==> config.mk <==
export PLATFORM = sky130hd
export DESIGN_NAME = mpy_seq_flags
export DESIGN_NICKNAME = d
export VERILOG_FILES = /design/src/rtl/mpy_pkg.sv /design/src/rtl/mpy_operand_prep.sv /design/src/rtl/mpy_pp_accum.sv /design/src/rtl/mpy_result_fix.sv /design/src/rtl/mpy_seq_flags.sv
export SDC_FILE = /design/constraint.sdc
export NUM_CORES = 1
export LEC_CHECK = 0
export ABC_AREA = 1
export CORE_AREA = 5 5 289 291
export DETAILED_ROUTE_END_ITERATION = 10
export DIE_AREA = 0 0 294 296
export DONT_BUFFER_PORTS = 1
export GPL_TIMING_DRIVEN = 1
export PLACE_DENSITY_LB_ADDON = 0.12
export SYNTH_ARGS = -nofsm -noshare
export SYNTH_HDL_FRONTEND = slang
export SYNTH_SLANG_ARGS = --single-unit
==> constraint.sdc <==
create_clock -name clk -period 7.5 [get_ports clk]
set_input_delay 0 -clock clk [delete_from_list [all_inputs] [get_ports clk]]
set_output_delay 0 -clock clk [all_outputs]
set_load 0.05 [all_outputs]
==> src/rtl/mpy_pkg.sv <==
package mpy_pkg;

  localparam int MPY_W = 32;

  typedef enum logic [1:0] {
    ST_IDLE = 2'd0,
    ST_PP   = 2'd1,
    ST_FIX  = 2'd2
  } mpy_state_e;

  // flag vector, x in bit 4 down to c in bit 0
  typedef struct packed {
    logic x;
    logic n;
    logic z;
    logic v;
    logic c;
  } ccr_t;

  // absolute value of an operand when signed mode applies
  function automatic logic [MPY_W-1:0] op_magnitude(input logic [MPY_W-1:0] val,
                                                    input logic          sgn_mode);
    logic [MPY_W-1:0] r;
    if (sgn_mode && val[MPY_W-1]) r = ~val + 1'b1;
    else                          r = val;
    return r;
  endfunction

  // full-width two's complement: invert and add one with carry
  function automatic logic [2*MPY_W-1:0] wide_negate(input logic [2*MPY_W-1:0] val);
    return ~val + {{(2*MPY_W-1){1'b0}}, 1'b1};
  endfunction

  // flags for a finished product
  function automatic ccr_t flags_for(input logic x_keep, input logic [2*MPY_W-1:0] prod);
    ccr_t f;
    f.x = x_keep;
    f.n = prod[2*MPY_W-1];
    f.z = (prod == '0);
    f.v = 1'b0;
    f.c = 1'b0;
    return f;
  endfunction

endpackage

==> src/rtl/mpy_operand_prep.sv <==
module mpy_operand_prep #(
  parameter int OP_W = mpy_pkg::MPY_W
) (
  input  logic [OP_W-1:0] opa,
  input  logic [OP_W-1:0] opb,
  input  logic            is_signed,
  output logic [OP_W-1:0] mag_a,
  output logic [OP_W-1:0] mag_b,
  output logic            neg_result,
  output logic            has_zero
);
  import mpy_pkg::*;

  logic sign_a;
  logic sign_b;

  always_comb begin
    sign_a     = is_signed & opa[OP_W-1];
    sign_b     = is_signed & opb[OP_W-1];
    mag_a      = op_magnitude(opa, is_signed);
    mag_b      = op_magnitude(opb, is_signed);
    neg_result = sign_a ^ sign_b;
    has_zero   = (opa == '0) || (opb == '0);
  end

endmodule

==> src/rtl/mpy_pp_accum.sv <==
module mpy_pp_accum #(
  parameter int OP_W = mpy_pkg::MPY_W
) (
  input  logic              clk,
  input  logic              rst_n,
  input  logic              clear,
  input  logic              step,
  input  logic [1:0]        step_idx,
  input  logic [OP_W-1:0]   mag_a,
  input  logic [OP_W-1:0]   mag_b,
  output logic [2*OP_W-1:0] acc
);
  localparam int HALF  = OP_W / 2;
  localparam int ACC_W = 2 * OP_W;

  logic [HALF-1:0]  half_a;
  logic [HALF-1:0]  half_b;
  logic [OP_W-1:0]  pp;
  logic [1:0]       weight;
  logic [ACC_W-1:0] pp_wide;
  logic [ACC_W-1:0] pp_aligned;

  // idx bit 0 picks the upper half of a, bit 1 the upper half of b
  assign half_a = step_idx[0] ? mag_a[OP_W-1:HALF] : mag_a[HALF-1:0];
  assign half_b = step_idx[1] ? mag_b[OP_W-1:HALF] : mag_b[HALF-1:0];

  assign pp      = {{HALF{1'b0}}, half_a} * {{HALF{1'b0}}, half_b};
  assign pp_wide = {{OP_W{1'b0}}, pp};
  assign weight  = {1'b0, step_idx[0]} + {1'b0, step_idx[1]};

  always_comb begin
    case (weight)
      2'd0:    pp_aligned = pp_wide;
      2'd1:    pp_aligned = pp_wide << HALF;
      default: pp_aligned = pp_wide << OP_W;
    endcase
  end

  always_ff @(posedge clk) begin
    if (!rst_n)     acc <= '0;
    else if (clear) acc <= '0;
    else if (step)  acc <= acc + pp_aligned;
  end

endmodule

==> src/rtl/mpy_result_fix.sv <==
module mpy_result_fix #(
  parameter int OP_W = mpy_pkg::MPY_W
) (
  input  logic [2*OP_W-1:0] acc,
  input  logic              neg_result,
  input  logic              x_keep,
  output logic [2*OP_W-1:0] product,
  output mpy_pkg::ccr_t     ccr
);
  import mpy_pkg::*;

  always_comb begin
    product = neg_result ? wide_negate(acc) : acc;
    ccr     = flags_for(x_keep, product);
  end

endmodule

==> src/rtl/mpy_seq_flags.sv <==
module mpy_seq_flags #(
  parameter int OP_W = mpy_pkg::MPY_W
) (
  input  logic            clk,
  input  logic            rst_n,
  input  logic            start,
  input  logic            is_signed,
  input  logic [OP_W-1:0] opa,
  input  logic [OP_W-1:0] opb,
  input  logic [4:0]      ccr_in,
  output logic [OP_W-1:0] prod_hi,
  output logic [OP_W-1:0] prod_lo,
  output logic [4:0]      ccr_out,
  output logic            done,
  output logic            busy
);
  import mpy_pkg::*;

  localparam int ACC_W  = 2 * OP_W;
  localparam int NUM_PP = 4;

  mpy_state_e       state;
  logic [1:0]       pp_idx;
  logic [OP_W-1:0]  mag_a_q;
  logic [OP_W-1:0]  mag_b_q;
  logic             neg_q;
  logic             x_q;
  logic [ACC_W-1:0] prod_q;
  ccr_t             ccr_q;
  logic             done_q;

  logic [OP_W-1:0]  mag_a_c;
  logic [OP_W-1:0]  mag_b_c;
  logic             neg_c;
  logic             zero_c;
  logic [ACC_W-1:0] acc;
  logic [ACC_W-1:0] fixed_prod;
  ccr_t             fixed_ccr;
  ccr_t             cin;
  logic             unused_cin_bits;

  // named events for the checker
  logic accept;
  logic zero_hit;
  logic mul_launch;
  logic pp_step;
  logic fix_step;
  logic last_pp;

  assign cin             = ccr_t'(ccr_in);
  assign unused_cin_bits = ^{cin.n, cin.z, cin.v, cin.c};

  assign accept     = start && (state == ST_IDLE);
  assign zero_hit   = accept && zero_c;
  assign mul_launch = accept && !zero_c;
  assign pp_step    = (state == ST_PP);
  assign fix_step   = (state == ST_FIX);
  assign last_pp    = pp_step && (pp_idx == 2'(NUM_PP - 1));

  mpy_operand_prep #(.OP_W(OP_W)) prep_i (
    .opa        (opa),
    .opb        (opb),
    .is_signed  (is_signed),
    .mag_a      (mag_a_c),
    .mag_b      (mag_b_c),
    .neg_result (neg_c),
    .has_zero   (zero_c)
  );

  mpy_pp_accum #(.OP_W(OP_W)) accum_i (
    .clk      (clk),
    .rst_n    (rst_n),
    .clear    (mul_launch),
    .step     (pp_step),
    .step_idx (pp_idx),
    .mag_a    (mag_a_q),
    .mag_b    (mag_b_q),
    .acc      (acc)
  );

  mpy_result_fix #(.OP_W(OP_W)) fix_i (
    .acc        (acc),
    .neg_result (neg_q),
    .x_keep     (x_q),
    .product    (fixed_prod),
    .ccr        (fixed_ccr)
  );

  always_ff @(posedge clk) begin
    if (!rst_n) begin
      state   <= ST_IDLE;
      pp_idx  <= '0;
      mag_a_q <= '0;
      mag_b_q <= '0;
      neg_q   <= 1'b0;
      x_q     <= 1'b0;
      prod_q  <= '0;
      ccr_q   <= '0;
      done_q  <= 1'b0;
    end else begin
      done_q <= 1'b0;
      case (state)
        ST_IDLE: begin
          if (zero_hit) begin
            prod_q <= '0;
            ccr_q  <= '{x: cin.x, n: 1'b0, z: 1'b1, v: 1'b0, c: 1'b0};
            done_q <= 1'b1;
          end else if (mul_launch) begin
            mag_a_q <= mag_a_c;
            mag_b_q <= mag_b_c;
            neg_q   <= neg_c;
            x_q     <= cin.x;
            pp_idx  <= '0;
            state   <= ST_PP;
          end
        end
        ST_PP: begin
          pp_idx <= pp_idx + 2'd1;
          if (last_pp) state <= ST_FIX;
        end
        ST_FIX: begin
          prod_q <= fixed_prod;
          ccr_q  <= fixed_ccr;
          done_q <= 1'b1;
          state  <= ST_IDLE;
        end
        default: state <= ST_IDLE;
      endcase
    end
  end

  assign prod_hi = prod_q[ACC_W-1:OP_W];
  assign prod_lo = prod_q[OP_W-1:0];
  assign ccr_out = ccr_q;
  assign done    = done_q;
  assign busy    = (state != ST_IDLE);

endmodule

* Word-level counts from Yosys, hierarchy flattened
Cells that the tools add are included.
Word-level totals: register bits after elaboration 204, bits of input ports 73
Operators by class: add/subtract/negate cells 6, multiply operators 1, equality and inequality tests 8, mux-type cells 19, bitwise operators 8, reductions and logical operators 21
Operators with widths (number):
- $pmux W64 S2 | 2
- $mux W64 | 2
- $add A32 B1 Y32 const B | 2
- $add A64 B1 Y64 const B | 1
- $add A64 B64 Y64 | 1
- $logic_not A32 Y1 | 2
- $logic_not A64 Y1 | 1
- $mux W32 | 2
- $not A32 Y32 | 2
- $not A64 Y64 | 1
- $mul A16 B16 Y32 | 1
- $mux W16 | 2
- $mux W2 | 5
- $pmux W5 S2 | 1
- $reduce_and A3 Y1 | 3
- $pmux W2 S2 | 2
- $logic_and A1 B1 Y1 | 6
- $reduce_bool A2 Y1 | 3
- $mux W5 | 1
- $eq A2 B1 Y1 const B | 2
- $eq A2 B2 Y1 const B | 2
- $logic_not A2 Y1 | 2
- $ne A2 B1 Y1 const B | 2
- $ne A2 B2 Y1 const B | 2
- 11 further kinds | 13

* Longest topological paths before layout
Gate-level depths: netlist of the first run.
depth in word-level cells 7, gate-level depth with buffers 47, depth with buffers taken out 45

* Cells and area by module
From an unflattened synthesis of the first run, not the netlist that was laid out.
Second synthesis, totals: cell total of the unflattened synthesis 4342, area total of the unflattened synthesis 26977.1 um^2
Modules (own cells, without submodules):
- mpy_pp_accum | times used 1, cells an instance 2578, area an instance 16816.1 um^2, sequential area each 1281.2 um^2
- mpy_seq_flags | times used 1, cells an instance 624, area an instance 4981.0 um^2, sequential area each 2802.7 um^2
- mpy_result_fix | times used 1, cells an instance 670, area an instance 2976.6 um^2, sequential area each 0.0 um^2
- mpy_operand_prep | times used 1, cells an instance 470, area an instance 2203.4 um^2, sequential area each 0.0 um^2

* Least setup slack after synthesis of the first run
No wires, ideal clock.
kind reg-to-reg, from register pp_idx[1], to register accum_i.acc[55], library setup time 0.056 ns, data arrival time 7.844 ns, slack -0.400 ns, cell stages (with the launch flop) 42, path buffers 3, cells stage by stage dfxtp_1 > clkbuf_1 > clkbuf_1 > nand2_1 > o21ai_1 > clkbuf_1 > nor2_1 > fa_1 > inv_1 > fa_1 > fa_1 > inv_1 > fa_1 > fa_1 > inv_1 > fa_1 > inv_1 > ha_1 > [... 6 more ...] > a21boi_1 > or2_2 > nand3_1 > nand2_1 > ha_1 > nand2_1 > nor2_1 > inv_1 > nor4_1 > nand2_1 > nand2_1 > nand2_1 > nand2_1 > nand2_1 > a21o_1 > nand3_1 > nand2_1 > inv_1
Between the ends: longest elaborated chain between the ends 4, elaborated cells on any way between the ends 7, those cells by class add/sub: 2; mul: 1; eq/ne: 1; mux: 2; reduce/logical: 1
Ends and longest elaborated chain:
- start, declared | RTL line mpy_seq_flags.sv:23 | logic [1:0] pp_idx;
- start signal, assigned | RTL line mpy_seq_flags.sv:118 | pp_idx <= pp_idx + 2'd1;
- $mux W16 or $add A1 B1 Y2 (tied branches) | RTL line mpy_pp_accum.sv:25, mpy_pp_accum.sv:29
- $mul A16 B16 Y32, or another cell as far along | RTL line mpy_pp_accum.sv:27 | assign pp = {{HALF{1'b0}}, half_a} * {{HALF{1'b0}}, half_b};
- $pmux W64 S2 * | RTL line mpy_pp_accum.sv:32 | case (weight)
- $add A64 B64 Y64 * | RTL line mpy_pp_accum.sv:42 | else if (step) acc <= acc + pp_aligned;
- end signal, assigned | RTL line mpy_pp_accum.sv:42
- end, declared | RTL line mpy_pp_accum.sv:11 | output logic [2*OP_W-1:0] acc
Every way passes the cells marked *; elsewhere a longest branch is shown, timed or not. A chain may end at the register's enable or synchronous reset.

* Worst setup path in the final report of the first run
from register pp_idx[0], to register accum_i.acc[37]
Between the ends: longest elaborated chain between the ends 4, elaborated cells on any way between the ends 7, those cells by class add/sub: 2; mul: 1; eq/ne: 1; mux: 2; reduce/logical: 1
Ends and longest elaborated chain (RTL line):
- $mux W16 or $add A1 B1 Y2 (tied branches) | mpy_pp_accum.sv:24, mpy_pp_accum.sv:29
- $mul A16 B16 Y32, or another cell as far along | mpy_pp_accum.sv:27
- $pmux W64 S2 * | mpy_pp_accum.sv:32
- $add A64 B64 Y64 * | mpy_pp_accum.sv:42
Marked as above.

==> impl_metrics.toml, run 1 <==
[global_routing]
globalRoute.totalOverflow = 0
grt_usage_pct = 24.7
grt_pass1_vias = 27302
antenna_found_initial = 3
grt_pass1_wl_um = 166000
grt_max_degree = 66

[timing]
tightest_slew_ns = 1.05
finalSetupTns_ns = -7.35
fin_crit_sh_pct = 104
relSlewSlack_pct = 30.1
worst_slack_ns = -0.291
rsz0062_at_grt = "true"
slew_violations = 0
skew_ns = 0.0367
max_freq_ghz = 0.128
setup_viol = 41
hold_viol = 0
fin_crit_ns = 7.79

[synthesis]
synth.cell_area_um2 = 24800
synth-edff-count = 0
synth_top_area_share_pct = 16.2
synth_area_leaders = "dfxtp_1 (16%), fa_1 (16%), nand2_1 (15%)"
avgSynthCellArea_um2 = 6.47
netlist_instances = 3829
synth_ff_type = "dfxtp_1"
synth_most_common_cell = "nand2_1"
ys_seq_area_share_pct = 16.2
ys.warnings.count = 0
async_flop_share_pct = 0
yosys.area.top_type = "dfxtp_1"
synth_seq_cells = 201
synth_cell_type_count = 56
yosys-top-cells-count = "nand2_1 (958), inv_1 (605), nor2_1 (508)"

[die]
dieArea_um2 = 87000
start_util_pct = 30.9
row_count = 104
core_um2 = 80300
die_w_um = 294
die_h_um = 296
io_pins = 144

[worst_setup_path]
reg2regPathDepth = 39
critPathLaunchType = "register"
cp.buffers_inverters = 16
crit_start = "pp_idx[0]$_SDFFE_PN0P_"
required_ns = 8.01
crit_cells = 39
critPathKind = "reg -> reg"
cpMostUsedCell = "fa_1"
endpoint_kind = "register"
critPathMaxStageDelay_ns = 0.56
path_max_fanout = 7
cp_top_family = "adder cells"
r2r-start = "pp_idx[0]$_SDFFE_PN0P_"
cpMaxStageDelayCell = "fa_1"
arrival_ns = 8.30

[min_path]
whs_path_depth = 4
hold_class = "in -> reg"
hold_path_startpoint = "rst_n"

[clocking]
ctsHtreeMaxLevel = 1
clock_sinks = 201
root_buffer = "clkbuf_16"
clock_path_buffers = 3
cts_tree = "yes"
clock_latency_ns = 0.62
path_clk_slew_ns = 0.06
cts_buffers = 29

[finish]
n_antenna_cell = 0
fin_area_um2 = 37200
final_core_util_pct = 46.3
drive_above_1_share_pct = 30.9
fill_cells = 8140
layout.nets = 4986
seqCellArea_um2 = 4030
synthToLayoutAreaGrowth_pct = 50.1
multi_input_area_um2 = 21600

[place]
gp_congestion = 0.992
dp_slack_ns = -1.20
port_buffers = 0
dpl.hpwl_um = 91500
place_area_um2 = 30100

[routing]
first_pass_iters = 5
routed_wl_um = 112000
vias = 27717
drt_iter0_markers = 1693
drc_errors = 0
drtAntennaViolNets = 0
avgViaCountPerCell = 4.93
wl_per_cell_um = 20.0

[pwr]
power.leakage_nw = 17.1
peakVddDrop_mv = 0.198
pwr_density_cell_nw_per_um2 = 262

[run_status]
status = "finished, violations left"
violations = "negative setup slack"

[job]
maxCapViolations = 0
==> flip-flops by register name, indices dropped and copies added, names as in the netlist, 2 cells and up <==
register	flops
accum_i.acc	64
ccr_out	2
mag_a_q	32
mag_b_q	32
pp_idx	2
prod_q	64
state	2
==> area by class of cell <==
| type | instances | share of cell area [%] |
|---|---|---|
| Tap cell | 1060 | 3.57 |
| Clock buffer | 38 | 2.10 |
| Multi-Input combinational cell | 2906 | 58.0 |
| Inverter | 623 | 6.41 |
| Sequential cell | 201 | 10.8 |
| Clock inverter | 14 | 0.592 |
| Timing Repair Buffer | 784 | 18.5 |
==> power breakdown <==
group | internal (mW) | switching [mW] | leakage, nW
sequential | 1.14 | 0.134 | 1.64
combinational | 3.04 | 3.93 | 15.0
clock | 0.902 | 0.597 | 0.484
total | 5.08 | 4.66 | 17.1
==> worst paths after layout <==
check,slack [ns],endpoint
min,0.06,x_q$_SDFFE_PN0P_
min reg2reg,0.45,mag_b_q[30]$_SDFFE_PN0P_
max reg2reg,-0.29,accum_i.acc[37]$_SDFFE_PP0P_
max,-0.29,accum_i.acc[37]$_SDFFE_PP0P_
==> worst reg2reg max path: cells and delay by family, from the launching register on <==
family | cells | cell delay, ns
adder cells (fa/ha/maj) | 8 | 3.51
XOR/XNOR | 2 | 0.28
AO/OA/AOI/OAI | 8 | 1.30
buffers and inverters | 16 | 1.83
flip-flops | 1 | 0.39
AND/OR/NAND/NOR | 5 | 0.40
==> per-stage QoR <==
stage | total power, mW | hold slack [ns] | instances
3_3_place_gp | 6.49 | 0.116 | 5342
3_5_place_dp | 6.46 | 0.123 | 5342
5_1_grt | 10.3 | 0.0425 | 5626
4_1_cts | 8.67 | 0.00134 | 5564
2_1_floorplan | 3.93 | 0.110 | 3830
6_report | 9.74 | 0.0600 | 5626
==> routing by layer <==
metal	up-vias	GRT usage [%]	part of all wire [%]
li1	13605	-	-
met1	13249	31.7	43
met2	659	43.4	48
met3	204	2.46	4.0
met4	0	8.66	4.8
met5	-	0	0
==> what timing repair did <==
action                     in CTS  in global routing
hold buffers                  145                  0
gates resized for setup       373                626
pin swaps                      97                206
cloned                          1                  2
hold endpoints to repair       85                  0
buffers inserted               24                 66
setup endpoints to repair      49                 52
==> logic make-up after synthesis <==
group           Yosys count  synth area share (%)
simple gates           1804                  30.1
buf+inv                 723                  11.3
compound gates          624                  14.1
fa+ha+maj               368                  24.5
flops                   201                  16.2
xor+xnor                108                  3.82
other cells               1                0.0151
==> cell usage in the layout, fill, tap and decap left out, types with 12 or more instances in the layout <==
cell / n
inv_2: 90
ha_1: 114
dlygate4sd3_1: 145
dfxtp_1: 198
nand4_1: 34
inv_1: 515
xor2_1: 64
a31oi_4: 12
a21oi_1: 180
ha_4: 57
a21oi_4: 25
nor2_4: 53
fa_1: 188
o21ai_0: 108
xnor2_1: 28
or2_2: 14
nand2_2: 94
buf_6: 81
o21ai_2: 39
o21ai_4: 26
nor2_1: 400
o22ai_1: 37
a21oi_2: 53
o21ai_1: 51
nand2_4: 39
clkbuf_16: 31
nand3_1: 171
nand2_1: 833
buf_4: 533
nand3_2: 23
nor3_2: 17
nor2_2: 73
buf_12: 21
No activity file was read; power rests on OpenSTA's default activity.
==> run 2, diff against run 1 <==
--- a/config.mk
+++ b/config.mk
@@ -5,10 +5,10 @@
 export SDC_FILE = /design/constraint.sdc
 export NUM_CORES = 1
 export LEC_CHECK = 0
-export ABC_AREA = 1
-export CORE_AREA = 5 5 289 291
+export ABC_AREA = 0
+export CORE_AREA = 5 5 281 283
 export DETAILED_ROUTE_END_ITERATION = 10
-export DIE_AREA = 0 0 294 296
+export DIE_AREA = 0 0 286 288
 export DONT_BUFFER_PORTS = 1
 export GPL_TIMING_DRIVEN = 1
 export PLACE_DENSITY_LB_ADDON = 0.12
==> run 2 against run 1 <==
Net effect: the run still ends with negative setup slack left; area after synthesis is 6.1% lower; maximum frequency decreased by 15%; via count is 17% lower; die area fell by 5.4%; sequential power shrank 6%; global-route usage decreased by 3.8 points; critical endpoint is now accum_i.acc[63]$_SDFFE_PP0P_; largest cell class unchanged.
==> impl_metrics.toml, run 2 <==
[run_status]
status = "finished, violations left"
violations = "negative setup slack"

[global_routing]
grt_max_degree = 141
globalRoute.totalOverflow = 0
grt_usage_pct = 20.9
grt_pass1_vias = 23502
grt_pass1_wl_um = 137000
antenna_found_initial = 1

[finish]
layout.nets = 3973
layout_commonest_cell = "buf_4"
reg_top3 = "accum_i.acc: 64 flops, prod_q: 64 flops"
mostFrequentLayoutCells = "buf_4 (530), nand2_1 (398), inv_1 (247)"
fin_area_um2 = 33000
synthToLayoutAreaGrowth_pct = 41.7
stdcell_count = 4541
drive_above_1_share_pct = 27.0

[synthesis]
synth_ff_type = "dfxtp_1"
synth-edff-count = 0
yosys-top-cells-count = "nand2_1 (405), inv_1 (269), nor2_1 (239)"
synth.cell_area_um2 = 23300
synth_seq_cells = 201
netlist_instances = 2921
synth_top_area_share_pct = 17.3
yosys.area.top_type = "dfxtp_1"
avgSynthCellArea_um2 = 7.97
synth_most_common_cell = "nand2_1"
async_flop_share_pct = 0
ys.warnings.count = 0
ys_seq_area_share_pct = 17.3
synth_area_leaders = "dfxtp_1 (17%), fa_1 (17%), ha_1 (9.3%)"
synth_cell_type_count = 80

[timing]
fin_crit_sh_pct = 122
skew_ns = 0.0224
max_freq_ghz = 0.110
tightest_slew_ns = 0.988
fin_crit_ns = 9.13
worst_slack_ns = -1.63
slew_violations = 0
hold_viol = 0
setup_viol = 48
relSlewSlack_pct = 34.0
worst_hold_slack_ns = 0.117
rsz0062_at_grt = "true"

[routing]
drt_iter0_markers = 1195
vias = 22955
drc_errors = 0
avgViaCountPerCell = 5.06
first_pass_iters = 5
drtAntennaViolNets = 0
wl_per_cell_um = 19.6
routed_wl_um = 89000

[die]
core_um2 = 76400
start_util_pct = 30.4
row_count = 102
die_h_um = 288
dieArea_um2 = 82400
io_pins = 144
die_w_um = 286

[pwr]
switching_share_pct = 41.4
power_frac_comb_pct = 59.2
p_seq_share_pct = 18.7
p_int_mw = 3.78
pwr_density_cell_nw_per_um2 = 195
p_sw_mw = 2.67
peakVddDrop_mv = 0.157
p_clk_share_pct = 22.2
power.leakage_nw = 15.4

[clocking]
clock_sinks = 201
path_clk_slew_ns = 0.06
root_buffer = "clkbuf_16"
clock_path_buffers = 3
cts_tree = "yes"
ctsHtreeMaxLevel = 1
cts_buffers = 27
clock_latency_ns = 0.59

[worst_setup_path]
critPathLaunchType = "register"
cpMaxStageDelayCell = "or4_4"
endpoint_kind = "register"
critPathKind = "reg -> reg"
critPathMaxStageDelay_ns = 0.58
required_ns = 8.00
path_max_fanout = 5
cpMostUsedCell = "fa_1"
arrival_ns = 9.62

[place]
place_area_um2 = 28500
gp_congestion = 0.899
dpl.hpwl_um = 72100
port_buffers = 0
dp.cells = 4282

[job]
maxCapViolations = 0

[min_path]
hold_class = "in -> reg"
[run 2: cell count changes in the layout (fill, tap and decap cells not counted), moves of 60 or more]
cell	change
inv_1	-268
inv_2	-68
nand2_1	-435
nand2_2	-90
nand3_1	-131
nor2_1	-181
nor2b_1	+72
o211a_1	+60
xnor2_1	+78
[run 2: power groups by stage]
stage / Clock [mW] / Sequential, mW / Combinational, mW
after floorplan: 0 / 1.18 / 1.88
after global placement: 0 / 1.22 / 3.28
after detailed placement: 0 / 1.22 / 3.28
after CTS: 1.48 / 1.20 / 3.44
after global routing: 1.52 / 1.21 / 4.16
final: 1.43 / 1.20 / 3.81
[run 2: stage by stage]
step           setup WS (ns)  util, %  TNS [ns]  power, mW
3_5_place_dp           -1.95     37.3    -60.77       4.50
3_3_place_gp           -1.91     37.3    -62.10       4.50
5_1_grt                -1.99     43.1    -64.78       6.89
2_1_floorplan          -1.02        -    -21.91       3.06
6_report               -1.63     43.1    -49.31       6.44
4_1_cts                -1.62     41.1    -52.27       6.12
[run 2: final cells by class]
cell class | count | area [µm²]
sequential | 201 | 4030
fill | 7696 | 43500
clock inverter | 13 | 215
multi-input combinational | 2297 | 19400
inverter | 269 | 1010
clock buffer | 36 | 759
antenna | 1 | 2.50
timing repair buffer | 736 | 6340
tap | 988 | 1240
[run 2: what timing repair did]
action	CTS	global route
hold buffers	149	0
setup endpoints to repair	50	52
buffers inserted	16	47
gates resized for setup	73	252
pin swaps	16	135
endpoints found under the hold margin	158	0
cloned	1	3
[run 2: kinds of logic after synthesis]
group,Yosys count,synth area share (%)
flops,201,17.3
simple gates,1015,20.5
fa+ha+maj,368,26.1
compound gates,651,18.8
xor+xnor,195,7.34
mux,66,3.01
buf+inv,424,6.97
other cells,1,0.0161
[run 2: path summary, 6_finish.rpt]
| kind | start | end | slack (ns) | depth (start not counted) |
|---|---|---|---|---|
| max | pp_idx[1]$_SDFFE_PN0P_ | accum_i.acc[63]$_SDFFE_PP0P_ | -1.63 | 38 |
| min | rst_n | prod_q[52]$_SDFFE_PN0P_ | 0.12 | 2 |
| max reg2reg | pp_idx[1]$_SDFFE_PN0P_ | accum_i.acc[63]$_SDFFE_PP0P_ | -1.63 | 38 |
| min reg2reg | accum_i.acc[37]$_SDFFE_PP0P_ | accum_i.acc[37]$_SDFFE_PP0P_ | 0.53 | 2 |
[run 2: critical path: cells and delay by family (launching register included)]
family	cells	cell delay, ns
muxes	1	0.35
DFF	1	0.40
buffers and inverters	8	0.78
adders and majority gates	8	3.51
xor gates and xnor gates	1	0.10
AOI/OAI and AO/OA	14	2.69
and+or+nand+nor	6	1.23
[run 2: metal layers]
layer	wire length (µm)	part of all wire, %	track usage, %
met5	0	0	0
met4	2730	3.1	5.37
met3	3280	3.7	2.21
met2	44800	50	38.2
met1	38200	43	26.4
==> run 3, diff against run 2 <==
--- a/config.mk
+++ b/config.mk
@@ -5,13 +5,13 @@
 export SDC_FILE = /design/constraint.sdc
 export NUM_CORES = 1
 export LEC_CHECK = 0
-export ABC_AREA = 0
 export CORE_AREA = 5 5 281 283
 export DETAILED_ROUTE_END_ITERATION = 10
 export DIE_AREA = 0 0 286 288
 export DONT_BUFFER_PORTS = 1
 export GPL_TIMING_DRIVEN = 1
 export PLACE_DENSITY_LB_ADDON = 0.12
+export SKIP_LAST_GASP = 1
 export SYNTH_ARGS = -nofsm -noshare
 export SYNTH_HDL_FRONTEND = slang
 export SYNTH_SLANG_ARGS = --single-unit
==> constraint.sdc (replaced) <==
create_clock -name clk -period 11.45 [get_ports clk]
set_input_delay 0 -clock clk [delete_from_list [all_inputs] [get_ports clk]]
set_output_delay 0 -clock clk [all_outputs]
set_load 0.05 [all_outputs]
==> run 3 against run 2 <==
Net effect: the run now ends clean; worst setup slack improved by 2.4 ns; hold slack lost 0.074 ns; final cell count shrank 13%; register-to-register slack improved by 2.4 ns; count of clock-buffer cells in the layout unchanged; die area unchanged; sequential cell count did not move; wire length shrank 9.9%; critical path depth fell by 6; non-clock buffer count shrank 578; cell area down 20%; sequential power fell by 35%; largest power group unchanged.
==> impl_metrics.toml, run 3 (same netlist as run 2, synthesis figures left out) <==
[timing]
worst_hold_slack_ns = 0.0424
hold_viol = 0
max_freq_ghz = 0.0936
skew_ns = 0.0530
finalSetupTns_ns = 0
fin_crit_sh_pct = 93.3
relSlewSlack_pct = 32.9
rsz0062_at_grt = "false"
slew_violations = 0
setup_viol = 0
tightest_slew_ns = 1.01
fin_crit_ns = 10.68

[routing]
first_pass_iters = 6
avgViaCountPerCell = 5.20
drtAntennaViolNets = 0
drt_iter0_markers = 1107
vias = 20607
routed_wl_um = 80200
wl_per_cell_um = 20.2
drc_errors = 0

[worst_setup_path]
endpoint_kind = "register"
required_ns = 11.94
cpMostUsedCell = "fa_1"
critPathKind = "reg -> reg"
cpMaxStageDelayCell = "or4_1"
worst_r2r_endpoint = "accum_i.acc[55]$_SDFFE_PP0P_"
rrSetupSlack_ns = 0.77
path_max_fanout = 16
critPathLaunchType = "register"
r2r-start = "pp_idx[0]$_SDFFE_PN0P_"
reg2regPathDepth = 32
arrival_ns = 11.17
critPathMaxStageDelay_ns = 0.58

[place]
gp_congestion = 0.873
port_buffers = 0
dpl.hpwl_um = 64400

[pwr]
pwr_density_cell_nw_per_um2 = 131
peakVddDrop_mv = 0.0874
p_total_mw = 3.46
power.leakage_nw = 11.8

[global_routing]
grt_pass1_vias = 20949
busiest_layer = "met2"
global_route.usage.met1_pct = 25.0
grt_usage_pct = 19.1
grt_pass1_wl_um = 125000
globalRoute.totalOverflow = 0
antenna_found_initial = 1
use_met3_pct = 2.04
grt_max_degree = 141
met2_usage_pct = 33.5

[die]
die_h_um = 288
start_util_pct = 30.4
die_w_um = 286
core_um2 = 76400
dieArea_um2 = 82400
io_pins = 144
row_count = 102

[run_status]
status = "finished, final reports clean"

[clocking]
clock_sinks = 201
cts_buffers = 28
cts_tree = "yes"
ctsHtreeMaxLevel = 1
clock_latency_ns = 0.60
path_clk_slew_ns = 0.06
clock_path_buffers = 3
cts_setup_buffers = 0
root_buffer = "clkbuf_16"

[min_path]
hold_path_startpoint = "opb[3]"
min_to = "mag_b_q[6]$_SDFFE_PN0P_"
hold_class = "in -> reg"
whs_path_depth = 6

[finish]
fill_cells = 8132
n_antenna_cell = 0
synthToLayoutAreaGrowth_pct = 13.4
layout.nets = 3396
reg_top3 = "accum_i.acc: 64 flops, prod_q: 64 flops"
layout_commonest_cell = "nand2_1"
drive_above_1_share_pct = 6.01
mostFrequentLayoutCells = "nand2_1 (404), inv_1 (269), nor2_1 (238)"

[job]
maxCapViolations = 0
==> run 3: cell count changes in the layout (fill, tap and decap cells not counted), sizes merged <==
cell	change
clkinv	+2
dlygate4sd3	-52
buf	-523
inv	-1
clkbuf	-3
diode	-1
clkinvlp	+1
==> run 3: how the worst max path moves through the flow <==
stage | slack [ns] | end | start | depth (start not counted)
finish | 0.77 | accum_i.acc[55]$_SDFFE_PP0P_ | pp_idx[0]$_SDFFE_PN0P_ | 32
global route | 0.15 | accum_i.acc[55]$_SDFFE_PP0P_ | pp_idx[0]$_SDFFE_PN0P_ | 32
CTS | 0.87 | accum_i.acc[63]$_SDFFE_PP0P_ | pp_idx[0]$_SDFFE_PN0P_ | 33
detailed placement | 0.87 | accum_i.acc[63]$_SDFFE_PP0P_ | pp_idx[0]$_SDFFE_PN0P_ | 33
global placement | 0.89 | accum_i.acc[55]$_SDFFE_PP0P_ | pp_idx[0]$_SDFFE_PN0P_ | 32
floorplan | 1.40 | accum_i.acc[63]$_SDFFE_PP0P_ | pp_idx[0]$_SDFFE_PN0P_ | 38
==> run 3: metrics by stage <==
| step | area, µm² | std cells | util [%] | setup WS, ns |
|---|---|---|---|---|
| 6_report | 26400 | 3964 | 34.5 | 0.771 |
| 3_5_place_dp | 24400 | 3815 | 31.9 | 0.874 |
| 3_3_place_gp | 24400 | 3815 | 31.9 | 0.891 |
| 2_1_floorplan | 23300 | 2922 | - | 1.40 |
| 4_1_cts | 26400 | 3964 | 34.5 | 0.873 |
| 5_1_grt | 26400 | 3964 | 34.5 | 0.147 |
==> run 3: area by class of cell <==
cell class                      count  area, µm²  share of cell area, %
Clock inverter                     15        230                  0.872
Tap cell                          988       1240                   4.68
Multi-Input combinational cell   2297      17700                   66.9
Clock buffer                       36        781                   2.96
Timing Repair Buffer              158       1450                   5.49
Inverter                          269       1010                   3.83
Sequential cell                   201       4030                   15.3
==> run 3: where the power goes <==
group / switching, mW / total (mW) / leakage (nW) / internal (mW)
registers: 0.0453 / 0.778 / 1.64 / 0.733
clock network: 0.354 / 0.947 / 0.494 / 0.593
logic: 1.11 / 1.74 / 9.66 / 0.631
==> run 3: worst max-delay path, delay by kind of cell (launching register included) <==
kind	cells	cell delay (ns)
adder cells (fa/ha/maj)	8	3.84
buffers and inverters	4	0.48
XOR/XNOR	1	0.54
multiplexers	1	0.47
AO/OA/AOI/OAI	13	3.10
flip-flops	1	0.48
AND/OR/NAND/NOR	5	1.67
==> run 3: repair_timing <==
item,4_1_cts,5_1_grt
endpoints found under the hold margin,166,0
gates resized for setup,0,0
hold buffers,98,0
==> run 3: routing by layer <==
metal | vias to the layer above | wire (µm)
met5 | - | 0
met4 | 0 | 2430
met3 | 108 | 3080
met2 | 443 | 38600
met1 | 10020 | 36000
li1 | 10036 | -
